### src/rtl/chain_ro_pkg.sv
package chain_ro_pkg;
  typedef enum logic [2:0] {
    ST_IDLE,
    ST_LEAD,
    ST_SHIFT,
    ST_TAIL,
    ST_END
  } ro_state_e;
endpackage

### src/rtl/ro_token_sel.sv
module ro_token_sel (
  input  logic clk_i,
  input  logic rst_ni,
  input  logic path_sel_i,
  input  logic start_a_i,
  input  logic start_b_i,
  input  logic take_i,
  input  logic end_i,
  output logic start_o,
  output logic end_a_o,
  output logic end_b_o
);
  logic path_q;

  assign start_o = path_sel_i ? start_b_i : start_a_i;

  // hand-off path is frozen when the token is taken
  always_ff @(posedge clk_i or negedge rst_ni) begin
    if (!rst_ni)     path_q <= 1'b0;
    else if (take_i) path_q <= path_sel_i;
  end

  assign end_a_o = end_i & ~path_q;
  assign end_b_o = end_i &  path_q;
endmodule

### src/rtl/ro_serializer.sv
module ro_serializer
  import chain_ro_pkg::*;
#(
  parameter int N_CH   = 64,
  parameter int EV_MAX = 15,
  parameter int WORD_W = 16,
  parameter int ID_W   = 8,
  localparam int EV_W    = $clog2(EV_MAX + 1),
  localparam int REC_W   = N_CH + 1,
  localparam int TOT_MAX = EV_MAX * REC_W,
  localparam int CNT_W   = $clog2(TOT_MAX + 1),
  localparam int BIT_W   = $clog2(WORD_W)
) (
  input  logic              clk_i,
  input  logic              rst_ni,
  input  logic              start_i,
  input  logic [ID_W-1:0]   chip_id_i,
  input  logic [EV_W-1:0]   ev_count_i,
  output logic              rd_en_o,
  output logic [CNT_W-1:0]  rd_addr_o,
  input  logic [WORD_W-1:0] rd_data_i,
  output logic              take_o,
  output logic              dout_o,
  output logic              txon_o,
  output logic              end_o
);
  ro_state_e         state_q;
  logic [WORD_W-1:0] sreg_q;
  logic [BIT_W-1:0]  bit_q;
  logic [CNT_W-1:0]  ld_left_q;
  logic [CNT_W-1:0]  rd_ptr_q;
  logic [EV_W-1:0]   ev_eff;
  logic [CNT_W-1:0]  tot_words;
  logic              last_bit;
  logic              load_word;

  assign ev_eff    = (ev_count_i > EV_W'(EV_MAX)) ? EV_W'(EV_MAX) : ev_count_i;
  assign tot_words = CNT_W'(ev_eff) * CNT_W'(REC_W);

  assign take_o    = (state_q == ST_IDLE) && start_i;
  assign last_bit  = (bit_q == '0);
  assign load_word = (state_q == ST_SHIFT) && last_bit && (ld_left_q != '0);

  // single-word prefetch: next word is fetched as the current one is loaded
  assign rd_en_o   = (state_q == ST_LEAD) || (load_word && (ld_left_q > CNT_W'(1)));
  assign rd_addr_o = rd_ptr_q;

  always_ff @(posedge clk_i or negedge rst_ni) begin
    if (!rst_ni) begin
      state_q   <= ST_IDLE;
      sreg_q    <= '0;
      bit_q     <= '0;
      ld_left_q <= '0;
      rd_ptr_q  <= '0;
    end else begin
      unique case (state_q)
        ST_IDLE: if (start_i) begin
          ld_left_q <= tot_words;
          rd_ptr_q  <= '0;
          state_q   <= (tot_words == '0) ? ST_END : ST_LEAD;
        end
        ST_LEAD: begin
          sreg_q   <= {chip_id_i, {(WORD_W-ID_W){1'b0}}};
          bit_q    <= BIT_W'(ID_W - 1);
          rd_ptr_q <= rd_ptr_q + CNT_W'(1);
          state_q  <= ST_SHIFT;
        end
        ST_SHIFT: begin
          if (!last_bit) begin
            sreg_q <= sreg_q << 1;
            bit_q  <= bit_q - BIT_W'(1);
          end else if (load_word) begin
            sreg_q    <= rd_data_i;
            bit_q     <= BIT_W'(WORD_W - 1);
            ld_left_q <= ld_left_q - CNT_W'(1);
            if (rd_en_o) rd_ptr_q <= rd_ptr_q + CNT_W'(1);
          end else begin
            state_q <= ST_TAIL;
          end
        end
        ST_TAIL: state_q <= ST_END;
        ST_END:  state_q <= ST_IDLE;
        default: state_q <= ST_IDLE;
      endcase
    end
  end

  assign dout_o = (state_q == ST_SHIFT) & sreg_q[WORD_W-1];
  assign txon_o = (state_q == ST_LEAD) || (state_q == ST_SHIFT) || (state_q == ST_TAIL);
  assign end_o  = (state_q == ST_END);
endmodule

### src/rtl/ro_bus_dup.sv
module ro_bus_dup #(
  parameter int COPIES = 2
) (
  input  logic              dout_i,
  input  logic              txon_i,
  output logic [COPIES-1:0] dout_o,
  output logic [COPIES-1:0] txon_o
);
  for (genvar g = 0; g < COPIES; g++) begin : g_copy
    assign dout_o[g] = dout_i & txon_i;
    assign txon_o[g] = txon_i;
  end
endmodule

### src/rtl/chain_readout_ctrl.sv
module chain_readout_ctrl #(
  parameter int N_CH   = 64,
  parameter int EV_MAX = 15,
  parameter int WORD_W = 16,
  parameter int ID_W   = 8
) (
  input  logic                                   clk_i,
  input  logic                                   rst_ni,
  input  logic                                   path_sel_i,
  input  logic                                   start_a_i,
  input  logic                                   start_b_i,
  input  logic [ID_W-1:0]                        chip_id_i,
  input  logic [$clog2(EV_MAX+1)-1:0]            ev_count_i,
  output logic                                   rd_en_o,
  output logic [$clog2(EV_MAX*(N_CH+1)+1)-1:0]   rd_addr_o,
  input  logic [WORD_W-1:0]                      rd_data_i,
  output logic                                   dout_a_o,
  output logic                                   dout_b_o,
  output logic                                   txon_a_o,
  output logic                                   txon_b_o,
  output logic                                   end_a_o,
  output logic                                   end_b_o
);
  logic       start_sel;
  logic       take;
  logic       ser_dout;
  logic       ser_txon;
  logic       ser_end;
  logic [1:0] dout_v;
  logic [1:0] txon_v;

  ro_token_sel u_tok (
    .clk_i      (clk_i),
    .rst_ni     (rst_ni),
    .path_sel_i (path_sel_i),
    .start_a_i  (start_a_i),
    .start_b_i  (start_b_i),
    .take_i     (take),
    .end_i      (ser_end),
    .start_o    (start_sel),
    .end_a_o    (end_a_o),
    .end_b_o    (end_b_o)
  );

  ro_serializer #(
    .N_CH   (N_CH),
    .EV_MAX (EV_MAX),
    .WORD_W (WORD_W),
    .ID_W   (ID_W)
  ) u_ser (
    .clk_i      (clk_i),
    .rst_ni     (rst_ni),
    .start_i    (start_sel),
    .chip_id_i  (chip_id_i),
    .ev_count_i (ev_count_i),
    .rd_en_o    (rd_en_o),
    .rd_addr_o  (rd_addr_o),
    .rd_data_i  (rd_data_i),
    .take_o     (take),
    .dout_o     (ser_dout),
    .txon_o     (ser_txon),
    .end_o      (ser_end)
  );

  ro_bus_dup #(.COPIES(2)) u_dup (
    .dout_i (ser_dout),
    .txon_i (ser_txon),
    .dout_o (dout_v),
    .txon_o (txon_v)
  );

  assign dout_a_o = dout_v[0];
  assign dout_b_o = dout_v[1];
  assign txon_a_o = txon_v[0];
  assign txon_b_o = txon_v[1];
endmodule

### config.mk
export PLATFORM = sky130hd
export DESIGN_NAME = chain_readout_ctrl
export DESIGN_NICKNAME = d
export VERILOG_FILES = /design/src/rtl/chain_ro_pkg.sv /design/src/rtl/ro_token_sel.sv /design/src/rtl/ro_serializer.sv /design/src/rtl/ro_bus_dup.sv /design/src/rtl/chain_readout_ctrl.sv
export SDC_FILE = /design/constraint.sdc
export NUM_CORES = 1
export LEC_CHECK = 0
export BUFFER_PORTS_ARGS = -buffer_cell sky130_fd_sc_hd__buf_2
export CAP_MARGIN = 40
export CORE_MARGIN = 4
export CORE_UTILIZATION = 27
export CTS_CLUSTER_DIAMETER = 80
export DETAILED_ROUTE_END_ITERATION = 6
export HOLD_SLACK_MARGIN = 0.15
export PLACE_DENSITY_LB_ADDON = 0.15
export RECOVER_POWER = 100
export SLEW_MARGIN = 20
export SYNTH_ARGS = -nofsm -noshare
export SYNTH_HDL_FRONTEND = slang
export SYNTH_HIERARCHICAL = 1
export SYNTH_SLANG_ARGS = --single-unit
### constraint.sdc
create_clock -name clk_i -period 2.8 [get_ports clk_i]
set_clock_uncertainty 0.05 [all_clocks]
set_input_delay 0.7 -clock clk_i [delete_from_list [all_inputs] [get_ports clk_i]]
set_output_delay 0.7 -clock clk_i [all_outputs]
set_load 0.01 [all_outputs]
# [Word level (Yosys, flattened, before mapping)]
# Cells that the tools add are included.
[classes] n_mul=1 n_mux=22 n_eq_ne=10 n_reduce_logical=18 addsub=3 n_bitwise=5 n_lt_le_gt_ge=2
[ops] op="$mux 10" count=7
[ops] op="$mux 16" count=2
[ops] op="$pmux 16 s2" count=1
[ops] op="$pmux 10 s3" count=1
[ops] op="$pmux 10 s2" count=1
[ops] op="$mux 3" count=4
[ops] op="$mux 4" count=3
[ops] op="$pmux 3 s4" count=1
[ops] op="$add 10x1->10 const B" count=1
[ops] op="$gt 10x1->1 const B" count=1
[ops] op="$logic_not 10->1" count=1
[ops] op="$mul 4x7->10 const B" count=1
[ops] op="$reduce_bool 10->1" count=1
[ops] op="$sub 10x1->10 const B" count=1
[ops] op="$pmux 4 s2" count=1
[ops] op="$eq 3x2->1 const B" count=2
[ops] op="$ne 2x1->1 const B" count=3
[ops] op="$reduce_and 5->1" count=1
[ops] op="$and 1x1->1" count=4
[ops] op="$gt 4x4->1 const B" count=1
[ops] op="$logic_and 1x1->1" count=4
[ops] op="$logic_not 4->1" count=1
[ops] op="$ne 2x2->1 const B" count=2
[ops] op="$reduce_and 4->1" count=1
[ops] op="other kinds (12)" count=15
[totals] out_inout_bits=17 input_bits=33 ff_bits=44 wordCells=67

# [Longest topological paths before layout]
[depth] ltp_word=9 depth_mapped=8 depth_no_buf=7

# [Cells and area by module]
# The synthesis kept the hierarchy.
[modules_own_cells] module="ro_serializer" area_each_um2=2567.5 instances=1 seq_area_each_um2=1076.0 cells_per_inst=277
[modules_own_cells] module="ro_token_sel" area_each_um2=67.6 instances=1 seq_area_each_um2=25.0 cells_per_inst=5
[modules_own_cells] module="ro_bus_dup" area_each_um2=28.8 instances=1 seq_area_each_um2=0.0 cells_per_inst=4

# [Worst setup path before layout]
# Ideal clock, no wire load.
[synth_timing] path_kind="reg-to-output" from="reg u_ser.state_q[1]" to="out dout_b_o" arrival_time_ns=1.619 path_stages_with_launch=7 required_time_ns=2.050 slack_ns=0.431 n_path_buf=3 cell_sequence="dfrtp_1 buf_2 nor3b_2 clkbuf_1 and2_1 and2_1 buf_4"
[synth_between] elab_cells_between_ends=7 classes_between="eq/ne: 3; bitwise: 2; reduce/logical: 2"
[synth_rtl] element="start: declaration" line="ro_serializer.sv:27" rtl="ro_state_e state_q;"
[synth_rtl] element="start signal: assignment" line="ro_serializer.sv:60" rtl="state_q <= (tot_words == '0) ? ST_END : ST_LEAD;"
[synth_rtl] element="$eq 3x2->1" line="ro_serializer.sv:88" rtl="assign dout_o = (state_q == ST_SHIFT) & sreg_q[WORD_W-1];"
[synth_rtl] element="$and 1x1->1" line="ro_serializer.sv:88"
[synth_rtl] element="via ser_dout" line="chain_readout_ctrl.sv:26" rtl="logic ser_dout;"
[synth_rtl] element="$and 1x1->1"
[synth_rtl] element="end: declaration" line="chain_readout_ctrl.sv:18" rtl="output logic dout_b_o,"
# The timed path passes the listed nets, and every way through them passes these cells.

# [Worst setup path in the final report]
[layout_timing] from="reg u_ser.state_q[1]" to="out dout_a_o"
[layout_between] elab_cells_between_ends=7 classes_between="eq/ne: 3; bitwise: 2; reduce/logical: 2"
[layout_rtl] element="$eq 3x2->1" line="ro_serializer.sv:88"
[layout_rtl] element="$and 1x1->1" line="ro_serializer.sv:88"
[layout_rtl] element="via ser_dout" line="chain_readout_ctrl.sv:26"
[layout_rtl] element="$and 1x1->1" line="ro_bus_dup.sv:10" rtl="assign dout_o[g] = dout_i & txon_i;"
[layout_rtl] element="end: declaration" line="chain_readout_ctrl.sv:17" rtl="output logic dout_a_o,"
# The timed path passes the listed nets, and every way through them passes these cells.

==> results.yml <==
cells_and_area:
  areaGrowthSynthToFinish_pct: 17.1
  regArea_mm2: 0.00110
  multi_input_area_mm2: 0.00140
  layout-drive-gt1-share_pct: 22.1
  final_nets: 372
  n_antenna_cell: 0
  final_cells: 464
  nFillCells: 1015
  utilization_pct: 33.1
drt:
  routed-via-count: 2363
  ant_nets: 0
  via_per_inst: 5.09
  drt_iter0_markers: 105
  routed_wl_mm: 6.98
  first_pass_iters: 5
  post-route-drc-count: 0
  post_drt_wl_per_cell_um: 15.0
cts:
  cts_tree: "done"
  h-tree-depth: 2
  clock_sinks: 44
  path_clk_slew_ns: 0.09
  cts_resized: 0
  postCtsSetupBuffers: 0
  clock_latency_ns: 0.30
  clockBufferDepth: 2
  cts_buffers: 5
  hold_buffers: 0
  cts_root_buf: "clkbuf_8"
worst_setup_path:
  required_ns: 2.05
  end_kind: "output pin"
  critPathMaxStageDelay_ns: 0.57
  r2r_end: "u_ser/ld_left_q[9]"
  path_delay_family: "simple AND/OR/NAND/NOR gates"
  path_cells: "nor3b_4 -> buf_4 -> and2_1 -> and2_1 -> clkbuf_2"
  r2r-start: "u_ser/state_q[1]"
  cp_max_fo: 22
  cpMaxStageDelayCell: "dfrtp_1"
  cp_data_arrival_time_ns: 1.90
  worst-setup-path-type: "flop to output pin"
  critPathBufInv: 2
  r2r_slack_ns: 0.25
  startpoint_type: "flop"
  cpMostUsedCell: "and2_1"
  r2r_cells: 5
timing:
  finalMaxSlewViolations: 0
  setup-tns-final_ns: 0
  slew_headroom_pct: 12.0
  final.period_utilization_pct: 94.6
  setup_ws_ns: 0.152
  final-setup-viol-count: 0
  hold_violations: 0
  tightest_slew_ns: 1.32
  min_period_ns: 2.65
  rsz0062_at_grt: "false"
  max_freq_ghz: 0.378
placement:
  placed_cells: 456
  gp_congestion: 0.820
  dp_hpwl_mm: 5.03
  dpl_worst_slack_ns: 0.299
  io_buffer_count: 49
min_path:
  hp-start: "u_ser/sreg_q[12]"
  worstHoldPathType: "flop to flop"
  min_to: "u_ser/sreg_q[12]"
  whs_path_depth: 1
global_routing:
  grt-ovfl-total: 0
  antenna_found_initial: 0
  grt_pass1_vias: 2227
  grt_max_degree: 25
  grt_use_total_pct: 12.3
  grt_pass1_wl_mm: 11.3
synthesis:
  syn_inst: 286
  ys.flop_type: "dfrtp_1"
  ys_seq_area_share_pct: 41.3
  ys_ff_latch: 44
  async_reset_ff_share_pct: 100
  synth_largest_area_cell: "dfrtp_1"
  synth_top_area_share_pct: 41.3
  syn_area_per_cell_um2: 9.31
  synthMostInstantiatedCell: "dfrtp_1"
  yosys-top-cells-area: "dfrtp_1, nand2_1, mux2_2"
  synth_edf_count: 0
  yosys-top-cells-count: "dfrtp_1, nand2_1, nor2_1, a31oi_1, inv_1"
  syn-cell-area_mm2: 0.00266
  synth_fp_nets: 324
  ys.warnings.count: 6
  synth_cell_types: 55
floorplan:
  core_mm2: 0.00942
  fp.dieW_um: 107
  die_h_um: 107
  initial_utilization_pct: 28.3
  rows: 35
  io_pins: 50
  die-area_mm2: 0.0115
power_and_ir_drop:
  leakage_nw: 1.38
  p_per_area_mw_per_mm2: 929
  peakVddDrop_mv: 0.226
run:
  max-cap-violations: 0
status:
  status: "finished, final reports clean"
==> sequential cells by signal, summed over array words and instances (netlist names) <==
name             count
u_ser/sreg_q        16
u_ser/ld_left_q     10
u_ser/rd_addr_o     10
u_ser/bit_q          4
u_ser/state_q        3
u_tok/path_q         1
==> cell usage in the layout, fill, tap and decap left out, types with 5 or more instances in the layout <==
cell type / synthesis / final
dfrtp_1: 44 / 44
buf_2: 4 / 34
nand2_1: 34 / 34
nor2_1: 21 / 21
clkbuf_1: 8 / 15
a31oi_1: 14 / 14
inv_1: 12 / 12
o21ai_0: 11 / 12
and3_1: 9 / 9
mux2_2: 8 / 8
nand3_1: 8 / 8
buf_4: 5 / 8
a221o_1: 7 / 7
nor3_1: 6 / 6
nor4_1: 6 / 6
a21oi_1: 6 / 6
o31ai_1: 6 / 6
clkbuf_8: 0 / 5
ha_1: 5 / 5
==> area by class of cell <==
cell class                 count  share of cell area, %
multi-input combinational    211                   44.9
sequential                    44                   35.3
clock buffer                   5                   2.21
timing repair buffer          60                   9.66
tap                          129                   5.17
inverter                      12                   1.44
clock inverter                 3                   1.36
==> kinds of logic (layout without fill, tap and decap cells) <==
kind of cell | Yosys count | after routing | synth area share [%]
AND/OR/NAND/NOR | 120 | 120 | 24.8
flip-flops | 44 | 44 | 41.3
AO/OA/AOI/OAI | 71 | 71 | 19.3
buffers and inverters | 31 | 80 | 5.82
adder cells (fa/ha/maj) | 5 | 5 | 2.35
multiplexers | 15 | 15 | 6.44
==> routing by layer <==
metal	vias up	share of wire (%)	track usage, %
met5	-	0	0
met4	0	1.6	4.20
met3	9	5.6	2.22
met2	73	43	18.8
met1	1132	49	17.4
li1	1149	-	-
==> stage by stage <==
stage	instance area [µm²]	power, mW	hold slack, ns
4_1_cts	3170	2.96	0.362
6_report	3120	2.90	0.454
3_5_place_dp	3060	2.45	0.441
2_1_floorplan	2660	2.09	0.354
5_1_grt	3120	3.15	0.483
3_3_place_gp	3060	2.45	0.427
==> worst register-to-register path, cell delays in order, from the launching register on <==
cell and delay [ns]:
dfrtp_1 0.57, or3b_1 0.40, clkbuf_1 0.37, o21ai_1 0.66
nand3_1 0.15, a22o_1 0.25
==> report_power, final <==
part | leakage, nW | switching (mW) | internal, mW
logic | 0.771 | 0.757 | 0.579
clock network | 0.0541 | 0.229 | 0.264
registers | 0.558 | 0.230 | 0.838
==> how the worst max path moves through the flow <==
| stage | start | slack [ns] | depth (start not counted) | end |
|---|---|---|---|---|
| 2_1_floorplan | u_ser/state_q[1] | 0.43 | 6 | dout_b_o |
| 3_3_place_gp | path_sel_i | 0.37 | 6 | u_ser/ld_left_q[9] |
| 3_5_place_dp | path_sel_i | 0.30 | 6 | u_ser/ld_left_q[7] |
| 4_1_cts | u_ser/ld_left_q[2] | 0.04 | 5 | rd_en_o |
| 5_1_grt | u_ser/state_q[1] | 0.006 | 5 | dout_b_o |
| 6_report | u_ser/state_q[1] | 0.15 | 5 | dout_a_o |
Note: power is estimated with default switching activity, not from simulation.
